<file path="src/rtl/wdg_pkg.sv">
`timescale 1ns/1ps
package wdg_pkg;
  typedef enum logic [1:0] {
    WD_RUN   = 2'd0,
    WD_PULSE = 2'd1,
    WD_SAFE  = 2'd2
  } wd_state_e;
endpackage

</file>
<file path="src/rtl/wdg_frame_capture.sv">
`timescale 1ns/1ps
// Holds the last written refresh bit and mode field of an SPI frame and
// resolves them into a single refresh pulse when chip select rises.
module wdg_frame_capture #(
  parameter int MODE_W = 3,
  parameter logic [2**MODE_W-1:0] ACCEPT_MASK = 8'h0F
) (
  input  logic              clk,
  input  logic              rst_n,
  input  logic              wr_stb,
  input  logic              ref_bit,
  input  logic [MODE_W-1:0] mode_sel,
  input  logic              cs_n,
  output logic              refresh_o
);
  logic              cs_q, cs_d;
  logic              pend_vld, pend_vld_d;
  logic              pend_bit, pend_bit_d;
  logic [MODE_W-1:0] pend_mode, pend_mode_d;
  logic              stored_bit, stored_bit_d;
  logic              commit, mode_ok, take, cap_en;

  always_comb begin
    commit       = !cs_q && cs_n;
    mode_ok      = ACCEPT_MASK[pend_mode];
    take         = commit && pend_vld && mode_ok;
    refresh_o    = take && (pend_bit != stored_bit);
    cap_en       = wr_stb && !cs_n;
    cs_d         = cs_n;
    pend_vld_d   = pend_vld;
    pend_bit_d   = pend_bit;
    pend_mode_d  = pend_mode;
    if (cap_en) begin
      pend_vld_d  = 1'b1;
      pend_bit_d  = ref_bit;
      pend_mode_d = mode_sel;
    end else if (commit) begin
      pend_vld_d  = 1'b0;
    end
    stored_bit_d = take ? pend_bit : stored_bit;
  end

  always_ff @(posedge clk or negedge rst_n) begin
    if (!rst_n) begin
      cs_q       <= 1'b1;
      pend_vld   <= 1'b0;
      pend_bit   <= 1'b0;
      pend_mode  <= '0;
      stored_bit <= 1'b0;
    end else begin
      cs_q       <= cs_d;
      pend_vld   <= pend_vld_d;
      pend_bit   <= pend_bit_d;
      pend_mode  <= pend_mode_d;
      stored_bit <= stored_bit_d;
    end
  end

  assert_refresh_at_cs_high_R2: assert property (@(posedge clk) disable iff (!rst_n)
    refresh_o |-> cs_n);
endmodule

</file>
<file path="src/rtl/wdg_timer.sv">
`timescale 1ns/1ps
// Period counter with time-out and window judgement and the active setting.
module wdg_timer #(
  parameter int BASE_MS  = 16,
  parameter int CODE_W   = 3,
  parameter int CODE_MAX = 6,
  parameter int DEF_CODE = 4,
  parameter int CNT_W    = 11
) (
  input  logic              clk,
  input  logic              rst_n,
  input  logic              ms_tick,
  input  logic              refresh_i,
  input  logic              hold_i,
  input  logic              cfg_window_i,
  input  logic [CODE_W-1:0] cfg_code_i,
  output logic              fail_timeout_o,
  output logic              fail_early_o
);
  localparam logic [CODE_W-1:0] CODE_LIM = CODE_W'(CODE_MAX);
  localparam logic [CODE_W-1:0] CODE_DEF = CODE_W'(DEF_CODE);

  function automatic logic [CNT_W-1:0] period_of(input logic [CODE_W-1:0] c);
    logic [CODE_W-1:0] cc;
    cc = (c > CODE_LIM) ? CODE_LIM : c;
    return CNT_W'(BASE_MS) << cc;
  endfunction

  logic [CNT_W-1:0]  cnt, cnt_d, per, half;
  logic              act_win, act_win_d;
  logic [CODE_W-1:0] act_code, act_code_d;
  logic              closed, good_ref, cnt_en, cfg_en;

  always_comb begin
    per            = period_of(act_code);
    half           = per >> 1;
    closed         = act_win && (cnt < half);
    fail_early_o   = !hold_i && refresh_i && closed;
    good_ref       = !hold_i && refresh_i && !closed;
    fail_timeout_o = !hold_i && !refresh_i && ms_tick && (cnt == per - 1'b1);
    cnt_en         = hold_i || refresh_i || ms_tick;
    cfg_en         = hold_i || good_ref;
    cnt_d          = cnt;
    act_win_d      = act_win;
    act_code_d     = act_code;
    if (hold_i) begin
      cnt_d      = '0;
      act_win_d  = 1'b0;
      act_code_d = CODE_DEF;
    end else if (good_ref) begin
      cnt_d      = '0;
      act_win_d  = cfg_window_i;
      act_code_d = cfg_code_i;
    end else if (fail_early_o || fail_timeout_o) begin
      cnt_d      = '0;
    end else if (ms_tick) begin
      cnt_d      = cnt + 1'b1;
    end
  end

  always_ff @(posedge clk or negedge rst_n) begin
    if (!rst_n) begin
      cnt      <= '0;
      act_win  <= 1'b0;
      act_code <= CODE_DEF;
    end else begin
      if (cnt_en) cnt <= cnt_d;
      if (cfg_en) begin
        act_win  <= act_win_d;
        act_code <= act_code_d;
      end
    end
  end

  assert_cnt_in_period_R5: assert property (@(posedge clk) disable iff (!rst_n)
    cnt < per);
  assert_timeout_on_tick_R5: assert property (@(posedge clk) disable iff (!rst_n)
    fail_timeout_o |-> ms_tick);
  assert_early_needs_refresh_R6: assert property (@(posedge clk) disable iff (!rst_n)
    fail_early_o |-> (refresh_i && act_win));
  assert_hold_restarts_R8: assert property (@(posedge clk) disable iff (!rst_n)
    hold_i |=> (cnt == '0));
endmodule

</file>
<file path="src/rtl/wdg_fail_ctrl.sv">
`timescale 1ns/1ps
// Turns failure pulses into the reset output, the policy request and status.
module wdg_fail_ctrl
  import wdg_pkg::*;
#(
  parameter int RST_TICKS = 8
) (
  input  logic clk,
  input  logic rst_n,
  input  logic ms_tick,
  input  logic fail_timeout_i,
  input  logic fail_early_i,
  input  logic policy_safe_i,
  output logic hold_o,
  output logic wd_reset_n_o,
  output logic req_restart_o,
  output logic req_failsafe_o,
  output logic stat_timeout_o,
  output logic stat_early_o
);
  localparam int PCNT_W = $clog2(RST_TICKS + 1);
  localparam logic [PCNT_W-1:0] PCNT_LAST = PCNT_W'(RST_TICKS - 1);

  wd_state_e         state, state_d;
  logic [PCNT_W-1:0] pcnt, pcnt_d;
  logic              st_to_d, st_ea_d, any_fail, pcnt_en;

  always_comb begin
    any_fail = fail_timeout_i || fail_early_i;
    state_d  = state;
    pcnt_d   = pcnt;
    pcnt_en  = 1'b0;
    unique case (state)
      WD_RUN: begin
        if (any_fail) begin
          state_d = policy_safe_i ? WD_SAFE : WD_PULSE;
          pcnt_d  = '0;
          pcnt_en = 1'b1;
        end
      end
      WD_PULSE: begin
        if (ms_tick) begin
          pcnt_en = 1'b1;
          if (pcnt == PCNT_LAST) begin
            state_d = WD_RUN;
            pcnt_d  = '0;
          end else begin
            pcnt_d  = pcnt + 1'b1;
          end
        end
      end
      default: state_d = WD_SAFE;
    endcase
    st_to_d        = stat_timeout_o || (state == WD_RUN && fail_timeout_i);
    st_ea_d        = stat_early_o   || (state == WD_RUN && fail_early_i);
    hold_o         = (state != WD_RUN);
    wd_reset_n_o   = (state == WD_RUN);
    req_restart_o  = (state == WD_PULSE);
    req_failsafe_o = (state == WD_SAFE);
  end

  always_ff @(posedge clk or negedge rst_n) begin
    if (!rst_n) begin
      state          <= WD_RUN;
      pcnt           <= '0;
      stat_timeout_o <= 1'b0;
      stat_early_o   <= 1'b0;
    end else begin
      state          <= state_d;
      if (pcnt_en) pcnt <= pcnt_d;
      stat_timeout_o <= st_to_d;
      stat_early_o   <= st_ea_d;
    end
  end

  assert_reset_on_fail_R8: assert property (@(posedge clk) disable iff (!rst_n)
    (wd_reset_n_o && (fail_timeout_i || fail_early_i)) |=> !wd_reset_n_o);
  assert_single_request_R8: assert property (@(posedge clk) disable iff (!rst_n)
    !(req_restart_o && req_failsafe_o));
  assert_failsafe_held_R9: assert property (@(posedge clk) disable iff (!rst_n)
    req_failsafe_o |=> (req_failsafe_o && !wd_reset_n_o));
  assert_timeout_sticky_R10: assert property (@(posedge clk) disable iff (!rst_n)
    stat_timeout_o |=> stat_timeout_o);
  assert_early_sticky_R10: assert property (@(posedge clk) disable iff (!rst_n)
    stat_early_o |=> stat_early_o);
endmodule

</file>
<file path="src/rtl/wdg_supervisor.sv">
`timescale 1ns/1ps
module wdg_supervisor #(
  parameter int BASE_MS   = 16,
  parameter int CODE_W    = 3,
  parameter int CODE_MAX  = 6,
  parameter int DEF_CODE  = 4,
  parameter int RST_TICKS = 8,
  parameter int MODE_W    = 3,
  parameter logic [2**MODE_W-1:0] ACCEPT_MASK = 8'h0F
) (
  input  logic              clk,
  input  logic              rst_n,
  input  logic              ms_tick,
  input  logic              spi_wr_stb,
  input  logic              spi_refresh_bit,
  input  logic [MODE_W-1:0] spi_mode_sel,
  input  logic              spi_cs_n,
  input  logic [CODE_W-1:0] cfg_period_code,
  input  logic              cfg_window_mode,
  input  logic              cfg_fail_safe,
  output logic              wd_reset_n,
  output logic              req_restart,
  output logic              req_failsafe,
  output logic              stat_timeout,
  output logic              stat_early
);
  localparam int CNT_W = $clog2(BASE_MS << CODE_MAX) + 1;

  logic refresh, hold, fail_to, fail_ea;

  wdg_frame_capture #(
    .MODE_W(MODE_W), .ACCEPT_MASK(ACCEPT_MASK)
  ) u_capture (
    .clk(clk), .rst_n(rst_n), .wr_stb(spi_wr_stb), .ref_bit(spi_refresh_bit),
    .mode_sel(spi_mode_sel), .cs_n(spi_cs_n), .refresh_o(refresh)
  );

  wdg_timer #(
    .BASE_MS(BASE_MS), .CODE_W(CODE_W), .CODE_MAX(CODE_MAX),
    .DEF_CODE(DEF_CODE), .CNT_W(CNT_W)
  ) u_timer (
    .clk(clk), .rst_n(rst_n), .ms_tick(ms_tick), .refresh_i(refresh),
    .hold_i(hold), .cfg_window_i(cfg_window_mode), .cfg_code_i(cfg_period_code),
    .fail_timeout_o(fail_to), .fail_early_o(fail_ea)
  );

  wdg_fail_ctrl #(
    .RST_TICKS(RST_TICKS)
  ) u_fail (
    .clk(clk), .rst_n(rst_n), .ms_tick(ms_tick), .fail_timeout_i(fail_to),
    .fail_early_i(fail_ea), .policy_safe_i(cfg_fail_safe), .hold_o(hold),
    .wd_reset_n_o(wd_reset_n), .req_restart_o(req_restart),
    .req_failsafe_o(req_failsafe), .stat_timeout_o(stat_timeout),
    .stat_early_o(stat_early)
  );
endmodule

</file>
<file path="config.mk">
export PLATFORM = sky130hd
export DESIGN_NAME = wdg_supervisor
export DESIGN_NICKNAME = d
export VERILOG_FILES = /design/src/rtl/wdg_pkg.sv /design/src/rtl/wdg_frame_capture.sv /design/src/rtl/wdg_timer.sv /design/src/rtl/wdg_fail_ctrl.sv /design/src/rtl/wdg_supervisor.sv
export SDC_FILE = /design/constraint.sdc
export NUM_CORES = 1
export LEC_CHECK = 0
export ABC_CLOCK_PERIOD_IN_PS = 2300
export BUFFER_PORTS_ARGS = -buffer_cell sky130_fd_sc_hd__buf_2
export CAP_MARGIN = 20
export CORE_MARGIN = 2
export CORE_UTILIZATION = 52
export DETAILED_ROUTE_END_ITERATION = 8
export HOLD_SLACK_MARGIN = 0.08
export PLACE_DENSITY = 0.79
export SLEW_MARGIN = 20
export SYNTH_ARGS = -nofsm -noshare
export SYNTH_HDL_FRONTEND = slang
export SYNTH_SLANG_ARGS = --single-unit
</file>
<file path="constraint.sdc">
create_clock -name clk -period 2.3 [get_ports clk]
set_clock_uncertainty 0.05 [all_clocks]
set_input_delay 0.46 -clock clk [delete_from_list [all_inputs] [get_ports clk]]
set_output_delay 0.46 -clock clk [all_outputs]
set_load 0.03 [all_outputs]
</file>
== Word level (Yosys, flattened, before mapping) ==
Memories as Yosys holds them, arrays and structs flattened.
Index checks and enable logic that the tools add are counted.
Storage, ports and cells
  register bits: 30
  logic and storage cells: 87
  bits in read-only memories: 8
  output and inout port bits: 5
  memories kept: 1
  input port bits: 14
Operators by class
  reductions and logical operators: 35
  order comparisons: 3
  $add $sub $neg: 3
  equality and inequality tests: 8
  multiplexer cells: 24
  shifts and indexed selects: 1
Memory list
  (name not given): depth 8, width 1, rd ports 1, clocked after memory_dff 0, write ports 0, RTL line wdg_frame_capture.sv:25  | mode_ok = ACCEPT_MASK[pend_mode];
Operator list (number)
  11-bit 2-to-1 mux: 4
  1-bit logical AND: 14
  4-bit 2-to-1 mux: 3
  11-bit by 1-bit adder with 11-bit output (second input constant): 1
  11-bit equality test: 1
  11-bit by 10-bit < comparator with 1-bit output: 1
  5-bit by 3-bit left shift with 11-bit output (first input constant): 1
  11-bit by 1-bit subtractor with 11-bit output (second input constant): 1
  3-bit 2-to-1 mux: 3
  2-bit 2-to-1 mux: 4
  4-bit one-hot mux with 2 select lines: 1
  2-bit nonzero test: 4
  1-bit 2-to-1 mux: 7
  1-bit logical OR: 6
  1-bit zero test: 5
  4-bit by 1-bit adder with 4-bit output (second input constant): 1
  4-bit by 3-bit equality test with 1-bit output (second input constant): 1
  3-bit by 4-bit < comparator with 1-bit output (second input constant): 1
  2-bit by 1-bit inequality test with 1-bit output (second input constant): 2
  2-bit one-hot mux with 2 select lines: 1
  2-bit AND reduction: 2
  4-bit AND reduction: 1
  4-bit nonzero test: 1
  3-bit > comparator (second input constant): 1
  other kinds (7): 7

== Depth between registers and ports, before layout ==
Gate-level depths: netlist of run 1.
  word-level depth: 13
  gate-level depth with buffers: 9

== Hierarchy ==
Synthesis of run 1 repeated with hierarchy kept, for this count alone.
Unflattened totals
  cells, all modules: 186
  area, all modules: 1869.3 sq um
By module, submodules not included
  wdg_timer: times used 1, cells each 130, area each 1239.9 sq um, seq. area each 376.6 sq um
  wdg_fail_ctrl: times used 1, cells each 41, area each 417.9 sq um, seq. area each 200.2 sq um
  wdg_frame_capture: times used 1, cells each 15, area each 211.5 sq um, seq. area each 126.4 sq um

== Worst setup path after synthesis of run 1 ==
No wires, ideal clock.
  kind: flip-flop to flip-flop
  start point: reg u_timer.act_code[2]
  end point: reg u_fail.pcnt[0]
  setup time: 125 ps
  arrival: 2345 ps
  setup slack: -220 ps
  path buffers: 1
  stages on the path, launching flop included: 9
  cell sequence: dfstp_2 -> buf_2 -> or3b_2 -> ha_1 -> o211ai_1 -> a211oi_1 -> o31a_1 -> o21a_1 -> mux2_4
Between the ends
  longest elaborated chain between the ends: 10
  elaborated cells on any way between the ends: 14
  classes of those cells: 1 x add/sub; 2 x order compare; 2 x eq/ne; 1 x shift; 3 x mux; 5 x reduce/logical
Ends and longest elaborated chain
  start, declared: RTL line wdg_timer.sv:31  | logic [CODE_W-1:0] act_code, act_code_d;
  start signal, assigned: RTL line wdg_timer.sv:70  | act_code <= act_code_d;
  3-bit > comparator: RTL line wdg_timer.sv:25  | cc = (c > CODE_LIM) ? CODE_LIM : c;
  3-bit 2-to-1 mux (*): RTL line wdg_timer.sv:25
  5-bit by 3-bit left shift with 11-bit output (*): RTL line wdg_timer.sv:26  | return CNT_W'(BASE_MS) << cc;
  11-bit by 1-bit subtractor with 11-bit output / 11-bit by 10-bit < comparator with 1-bit output (equally long branches): RTL line wdg_timer.sv:40, wdg_timer.sv:37
  11-bit equality test / 1-bit logical AND (equally long branches): RTL line wdg_timer.sv:40, wdg_timer.sv:37
  1-bit logical AND (on tied branches): RTL line wdg_timer.sv:40, wdg_timer.sv:38
  1-bit logical OR (*): RTL line wdg_fail_ctrl.sv:29  | any_fail = fail_timeout_i || fail_early_i;
  1-bit 2-to-1 mux: RTL line wdg_fail_ctrl.sv:35  | if (any_fail) begin
  1-bit one-hot mux with 2 select lines: RTL line wdg_fail_ctrl.sv:33  | unique case (state)
  4-bit AND reduction (no source line) (*)
  end signal, assigned: RTL line wdg_fail_ctrl.sv:70  | if (pcnt_en) pcnt <= pcnt_d;
  end, declared: RTL line wdg_fail_ctrl.sv:25  | logic [PCNT_W-1:0] pcnt, pcnt_d;
Mark *: on every way between the ends. The rest lies on a longest branch, timed or not.
A chain may end at the register's enable or synchronous reset.

== Final worst setup path of run 1 ==
Ends and elaborated chain as after synthesis.

==> results.toml, run 1 <==
[sta]
report.final.slew_viol_count = 0
grt_setup_unrepaired = "true"
fmax_mhz = 412
period_minus_slack_ns = 2.43
setup_viol = 2
layout_worst_path_cycle_share_pct = 105
report.final.hold_viol_count = 0
worstMarginPinSlew_ns = 0.605
setup_slack_ns = -0.126
max-slew-margin-rel_pct = 59.7

[cts]
h-tree-depth = 1
cts_tree = "done"
ctsLongestPathBuffers = 2
root_cell_of_the_clock_tree = "clkbuf_4"
worstSkewPairLatency_ns = 0.32
cts_hold_buffers = 0
tritoncts_num_sinks = 28
numCtsBuffers = 3
clkSlewWorstSetupHoldPaths_ns = 0.14

[synth]
yosys.cell_count.top_type = "dfrtp_1"
synth-simple-area-share_pct = 21.8
adder_cell_fraction_of_synth_area_pct = 6.46
asyncSetResetFlopFracSynth_pct = 100
main_combinational_cell_family_by_area_after_synthesis = "simple AND/OR/NAND/NOR gates"
synth_top_area_share_pct = 37.3
yosys_warnings = 0
synth_fp_nets = 212
synth_area_leaders = "dfrtp_1 37%, ha_1 6.5%, xnor2_1 5.5%"
synth_area_per_cell_um2 = 9.23
cell_taking_the_most_area_after_synthesis = "dfrtp_1"
synth-edff-count = 0
synth_top_flop_cell = "dfrtp_1"
synth.yosys.seq_area_share_pct = 40.3
post_synth_inst_count = 189
synth_cell_type_count = 46
ffs_latches_synth = 28
commonest_cells_in_the_synthesized_netlist = "26 x dfrtp_1, 20 x nor2_1, 14 x nand2_1"
synth_compound_area_share_pct = 17.9
synth-xor-area-share_pct = 6.53
synth.mux.area_fraction_pct = 2.80
synth_area_um2 = 1740

[final_layout]
layout.nets = 241
antenna_cells = 0
utilization_pct = 63.6
fraction_of_layout_cells_with_a_size_suffix_above_1_pct = 28.1
finalNonFillerCells = 263
fillers = 277
layout-area-overhead-vs-synth_pct = 19.7

[power]
power_mw = 2.30
power.static_leakage_nw = 0.923
intPower_mw = 1.30
p_comb_share_pct = 54.8
power.switching_fraction_pct = 43.4
p_clk_share_pct = 10.1
switching_power_mw = 0.999
power.ir.vdd_worst_v = 0.000532
power.sequential.fraction_pct = 35.0
p_per_area_nw_per_um2 = 1100

[critical_path]
worst-endpoint-required_ns = 2.47
timing.setup.critical_path_class = "reg -> reg"
timing.critical_path.from_type = "flop"
cp.arrival_ns = 2.60
worstSetupEndpointType = "flop"
cp_max_fo = 4

[floorplanning]
core_area_um2 = 3280
placement_row_count = 21
effective_utilization_at_floorplan_pct = 53.1
die_x_um = 61.9
die_height_um = 61.9
io_pins = 19
die_footprint_um2 = 3830

[global_route]
largest_net_degree_at_the_start_of_global_routing = 29
grt.met3_usage_pct = 2.48
global_route.overflow_total = 0
gr-usage-met1_pct = 27.6
globalRouteMet2Util_pct = 35.0
grt.busiest_layer = "met2"
globalRouteTotalUtil_pct = 20.6
grt_antenna_before_repair = 0
first_pass_grt_wire_length_um = 5890
first_global_vias = 1335

[placed_design]
gp_routability_congestion = 0.793
post-place-ws_ns = -0.125
place_hpwl_um = 2670
port_buffers = 16
placedCellCount = 258

[drt]
drt_first_iter_violations = 61
detailroute.via_count = 1460
wire_per_inst_um = 13.7
drt-total-wl_um = 3600
post_drt_via_cell_ratio = 5.55
ant_nets = 0
dr.pass1.iters = 4
drc = 0

[outcome]
violations = "setup timing"
outcome = "complete, but fails checks"

[job]
drv_cap = 0

[min_path]
hp-class = "in -> async"
power by group through the flow:
| stage | sequential (mW) | clock [mW] | combinational [mW] |
|---|---|---|---|
| after global placement | 0.798 | 0 | 1.14 |
| after global routing | 0.829 | 0.270 | 1.39 |
| after floorplan | 0.770 | 0 | 0.878 |
| after detailed placement | 0.806 | 0 | 1.17 |
| after CTS | 0.803 | 0.250 | 1.23 |
| final | 0.807 | 0.234 | 1.26 |
through the flow:
step | hold WS [ns] | TNS [ns] | instance area [um2]
final | 0.0758 | -0.166 | 2090
after global routing | 0.115 | -0.439 | 2090
after CTS | 0.0922 | -0.169 | 2050
after detailed placement | 0.412 | -0.227 | 1970
after global placement | 0.398 | -0.127 | 1970
after floorplan | 0.114 | 0 | 1770
layout by cell type, fill, tap and decap left out, drive strengths merged, types with 2 or more instances in the layout:
cell / n
nor2b: 4
mux2: 4
nand2b: 3
nor4: 4
ha: 9
dfstp: 2
buf: 32
nand3: 11
nor3: 2
o211ai: 5
clkbuf: 4
o21ai: 13
a211oi: 3
nand3b: 4
a21oi: 8
inv: 9
nand4: 2
xor2: 2
xnor2: 11
o21bai: 3
nand2: 14
dfrtp: 26
nor2: 20
or3: 2
or2: 3
a2111oi: 2
metal layers:
metal | vias up | share of wire, %
met5 | - | 0
met4 | 0 | 1.2
met3 | 6 | 4.1
met2 | 45 | 51
met1 | 676 | 44
li1 | 733 | -
cells by family after synthesis:
kind of cell               Yosys count
buffers and inverters               17
AOI/OAI and AO/OA                   44
adders and majority gates            9
muxes                                4
xor gates and xnor gates            13
and+or+nand+nor                     74
DFF                                 28
registers in the layout, indices dropped and copies added, names as in the netlist:
signal and cells:
u_capture.pend_vld 1, u_fail.state 2, u_capture.pend_bit 1, u_capture.pend_mode 1, u_fail.stat_timeout_o 1, u_fail.pcnt 4, u_timer.act_code 3, u_capture.cs_q 1
u_capture.stored_bit 1, u_timer.cnt 11, u_timer.act_win 1, u_fail.stat_early_o 1
worst max-delay path: stages, from the launching register on:
cell and delay (ns):
dfstp_2 0.41, buf_6 0.11, or3b_4 0.38, ha_4 0.27, o211ai_1 0.08, a211oi_2 0.36, o31a_1 0.20, o21a_1 0.17
mux2_4 0.31
repair_timing:
action,4_1_cts,5_1_grt
endpoints found under the setup margin,7,7
endpoints found under the hold margin,0,0
gates resized for setup,8,9
pin swaps,10,7
buffers inserted,1,0
worst paths after layout:
path                                                  from                         endpoint  slack, ns  cells after the start
max                        u_timer.act_code[2]$_DFFE_PN1P_       u_fail.pcnt[0]$_DFFE_PN0P_      -0.13                      8
min                                                  rst_n       u_timer.cnt[8]$_DFFE_PN0P_       0.08                      1
min reg2reg                u_fail.stat_timeout_o$_DFF_PN0_  u_fail.stat_timeout_o$_DFF_PN0_       0.45                      1
max reg2reg                u_timer.act_code[2]$_DFFE_PN1P_       u_fail.pcnt[0]$_DFFE_PN0P_      -0.13                      8
min in group clk                                  spi_cs_n         u_capture.cs_q$_DFF_PN1_       0.19                      1
max in group asynchronous                            rst_n  u_timer.act_code[0]$_DFFE_PN0P_       1.70                      1
area by class of cell:
| cell class | count | area, um2 | share of cell area [%] |
|---|---|---|---|
| clock buffers | 4 | 36.3 | 1.74 |
| inverters | 9 | 33.8 | 1.62 |
| multi-input cells | 144 | 1050 | 50.4 |
| flip-flops and latches | 28 | 704 | 33.7 |
| well taps | 46 | 57.6 | 2.76 |
| repair buffers | 32 | 204 | 9.77 |
Power figures use the tool's default switching activity.
==> run 2, diff against run 1 <==
CORE_UTILIZATION = 53   (was 52)
PLACE_DENSITY = 0.8   (was 0.79)
SYNTH_HIERARCHICAL = 1   (was default)
==> results.toml, run 2 <==
[outcome]
outcome = "complete, but fails checks"
violations = "setup timing"

[cts]
ctsLongestPathBuffers = 2
tritoncts_num_sinks = 28
cts_hold_buffers = 0
root_cell_of_the_clock_tree = "clkbuf_4"
worstSkewPairLatency_ns = 0.34
numCtsBuffers = 3
clkSlewWorstSetupHoldPaths_ns = 0.17
h-tree-depth = 1
cts_tree = "done"

[power]
p_comb_share_pct = 58.7
power.ir.vdd_worst_v = 0.000552
power.sequential.fraction_pct = 28.1
p_clk_share_pct = 13.2
p_per_area_nw_per_um2 = 953
switching_power_mw = 1.03
intPower_mw = 1.51
power_mw = 2.54
power.switching_fraction_pct = 40.5
power.static_leakage_nw = 1.21

[final_layout]
layout.nets = 281
layout-area-overhead-vs-synth_pct = 42.4
finish.instance_area_um2 = 2660
commonest_cells_after_routing_fill_and_taps_aside = "55 x buf_4, 26 x dfrtp_1, 16 x buf_2"
layout_top_registers = "u_timer/cnt x11, u_fail/pcnt x4, u_timer/act_code x3"
largest_register_ff_count = 11
largest_register = "u_timer/cnt"
fraction_of_layout_cells_with_a_size_suffix_above_1_pct = 47.9
antenna_cells = 0
mostFrequentLayoutCell = "buf_4"
finalNonFillerCells = 303
fillers = 221

[min_path]
hp-class = "in -> async"

[synth]
cell_taking_the_most_area_after_synthesis = "dfrtp_1"
synth_top_flop_cell = "dfrtp_1"
asyncSetResetFlopFracSynth_pct = 100
synth_fp_nets = 209
synth_area_per_cell_um2 = 10.0
yosys_warnings = 6
synth-edff-count = 0
synth_area_um2 = 1870
ffs_latches_synth = 28
post_synth_inst_count = 186
synth_top_area_share_pct = 34.8
synth_cell_type_count = 59
synth_area_leaders = "dfrtp_1 35%, ha_1 6.0%, xor2_1 4.2%"
commonest_cells_in_the_synthesized_netlist = "26 x dfrtp_1, 9 x a211oi_1, 9 x ha_1, 9 x nand3_1, 9 x xor2_1"
synth.yosys.seq_area_share_pct = 37.6
yosys.cell_count.top_type = "dfrtp_1"

[sta]
layout_worst_path_cycle_share_pct = 115
setup_viol = 19
hold_ws_ns = 0.0610
report.final.slew_viol_count = 0
fmax_mhz = 377
max-slew-margin-rel_pct = 58.1
report.final.hold_viol_count = 0
setup_slack_ns = -0.351
grt_setup_unrepaired = "true"
period_minus_slack_ns = 2.65
worstMarginPinSlew_ns = 0.629

[global_route]
grt_antenna_before_repair = 0
first_global_vias = 2014
globalRouteTotalUtil_pct = 28.4
global_route.overflow_total = 0
largest_net_degree_at_the_start_of_global_routing = 29
first_pass_grt_wire_length_um = 9100

[drt]
detailroute.via_count = 1890
post_drt_via_cell_ratio = 6.24
drt_first_iter_violations = 120
drc = 0
dr.pass1.iters = 4
wire_per_inst_um = 19.4
drt-total-wl_um = 5890
ant_nets = 0

[critical_path]
worstPathBufferInverterCount = 1
slowest_stage = "dfstp_2"
r2r_slack_ns = -0.35
timing.setup.critical_path_class = "reg -> reg"
timing.critical_path.from_type = "flop"
crit_chain = "nand4bb_4 > nor2_4 > or2_4 > or4_4 > nor4bb_4 > buf_4 > or2_4 > o21bai_4 > a221o_1"
cp_max_fo = 3
reg2reg_from = "u_capture/cs_q$_DFF_PN1_"
cp.arrival_ns = 2.85
path_common_cell = "or2_4"
worst_r2r_endpoint = "u_fail/pcnt[0]$_DFFE_PN0P_"
worstSetupEndpointType = "flop"
worst-endpoint-required_ns = 2.50
worst_path_largest_cell_delay_ns = 0.57
reg2reg_depth = 9
cp_num_cells = 9
worst_path_dominant_cell_family = "simple AND/OR/NAND/NOR gates"

[placed_design]
post-place-ws_ns = -0.381
port_buffers = 16
placedCellCount = 279
gp_routability_congestion = 0.829
place_hpwl_um = 3540
dpl-instance-area_um2 = 2260

[floorplanning]
core_area_um2 = 3360
die_height_um = 63.4
die_footprint_um2 = 4020
io_pins = 19
effective_utilization_at_floorplan_pct = 55.6
placement_row_count = 21
die_x_um = 63.4

[job]
drv_cap = 0
[run 2: metal layers]
layer | up-vias | track usage, % | wire length [um]
li1 | 855 | - | -
met1 | 937 | 34.1 | 2260
met4 | 0 | 12.2 | 145
met5 | - | 0 | 0
met3 | 16 | 2.50 | 259
met2 | 82 | 51.3 | 3220
[run 2: kinds of logic after synthesis]
family | count (synthesis) | share of synthesized area (%)
multiplexers | 5 | 3.08
XOR/XNOR | 12 | 5.62
buffers and inverters | 15 | 3.88
flip-flops | 28 | 37.6
adder cells (fa/ha/maj) | 9 | 6.02
AO/OA/AOI/OAI | 50 | 21.4
AND/OR/NAND/NOR | 67 | 22.4
[run 2: layout make-up]
cell class / count / area, um2 / area share, %
Tap cell: 46 / 57.6 / 2.16
Timing Repair Buffer: 75 / 542 / 20.3
Clock buffer: 3 / 22.5 / 0.846
Sequential cell: 28 / 703 / 26.4
Multi-Input combinational cell: 143 / 1280 / 48.1
Inverter: 7 / 26.3 / 0.987
Clock inverter: 1 / 30.0 / 1.13
[run 2: power by group through the flow]
stage	sequential, mW	clock, mW	combinational (mW)
after floorplan	0.721	0	0.672
after global placement	0.700	0	1.02
after detailed placement	0.711	0	1.08
after CTS	0.703	0.334	1.25
after global routing	0.729	0.357	1.58
final	0.714	0.334	1.49
[run 2: worst max-delay path by stage]
stage	from	endpoint	slack, ns
CTS	u_capture/cs_q$_DFF_PN1_	u_fail/pcnt[0]$_DFFE_PN0P_	-0.30
floorplan	u_fail/state[0]$_DFFE_PN0P_	u_fail/pcnt[0]$_DFFE_PN0P_	-0.34
global placement	spi_cs_n	u_fail/pcnt[0]$_DFFE_PN0P_	-0.33
detailed placement	spi_cs_n	u_fail/pcnt[0]$_DFFE_PN0P_	-0.38
finish	u_capture/cs_q$_DFF_PN1_	u_fail/pcnt[0]$_DFFE_PN0P_	-0.35
global route	u_timer/act_code[1]$_DFFE_PN0P_	u_timer/act_win$_DFFE_PN0P_	-0.42
[run 2: worst register-to-register path, stage by stage (launching register included)]
cell,delay [ns]
dfstp_2,0.57
nand4bb_4,0.15
nor2_4,0.05
or2_4,0.26
or4_4,0.50
nor4bb_4,0.30
buf_4,0.16
or2_4,0.14
o21bai_4,0.09
a221o_1,0.29
[run 2: stage by stage]
step	utilization [%]	TNS, ns
4_1_cts	73.5	-1.96
3_3_place_gp	67.3	-2.42
3_5_place_dp	67.3	-3.16
6_report	79.2	-3.52
2_1_floorplan	-	-2.96
5_1_grt	79.2	-4.80
[run 2: what timing repair did]
item | CTS | global route
resized for setup | 13 | 26
setup buffers | 12 | 8
endpoints found under the setup margin | 16 | 20
endpoints found under the hold margin | 0 | 0
cloned | 1 | 0
pin swaps | 11 | 13
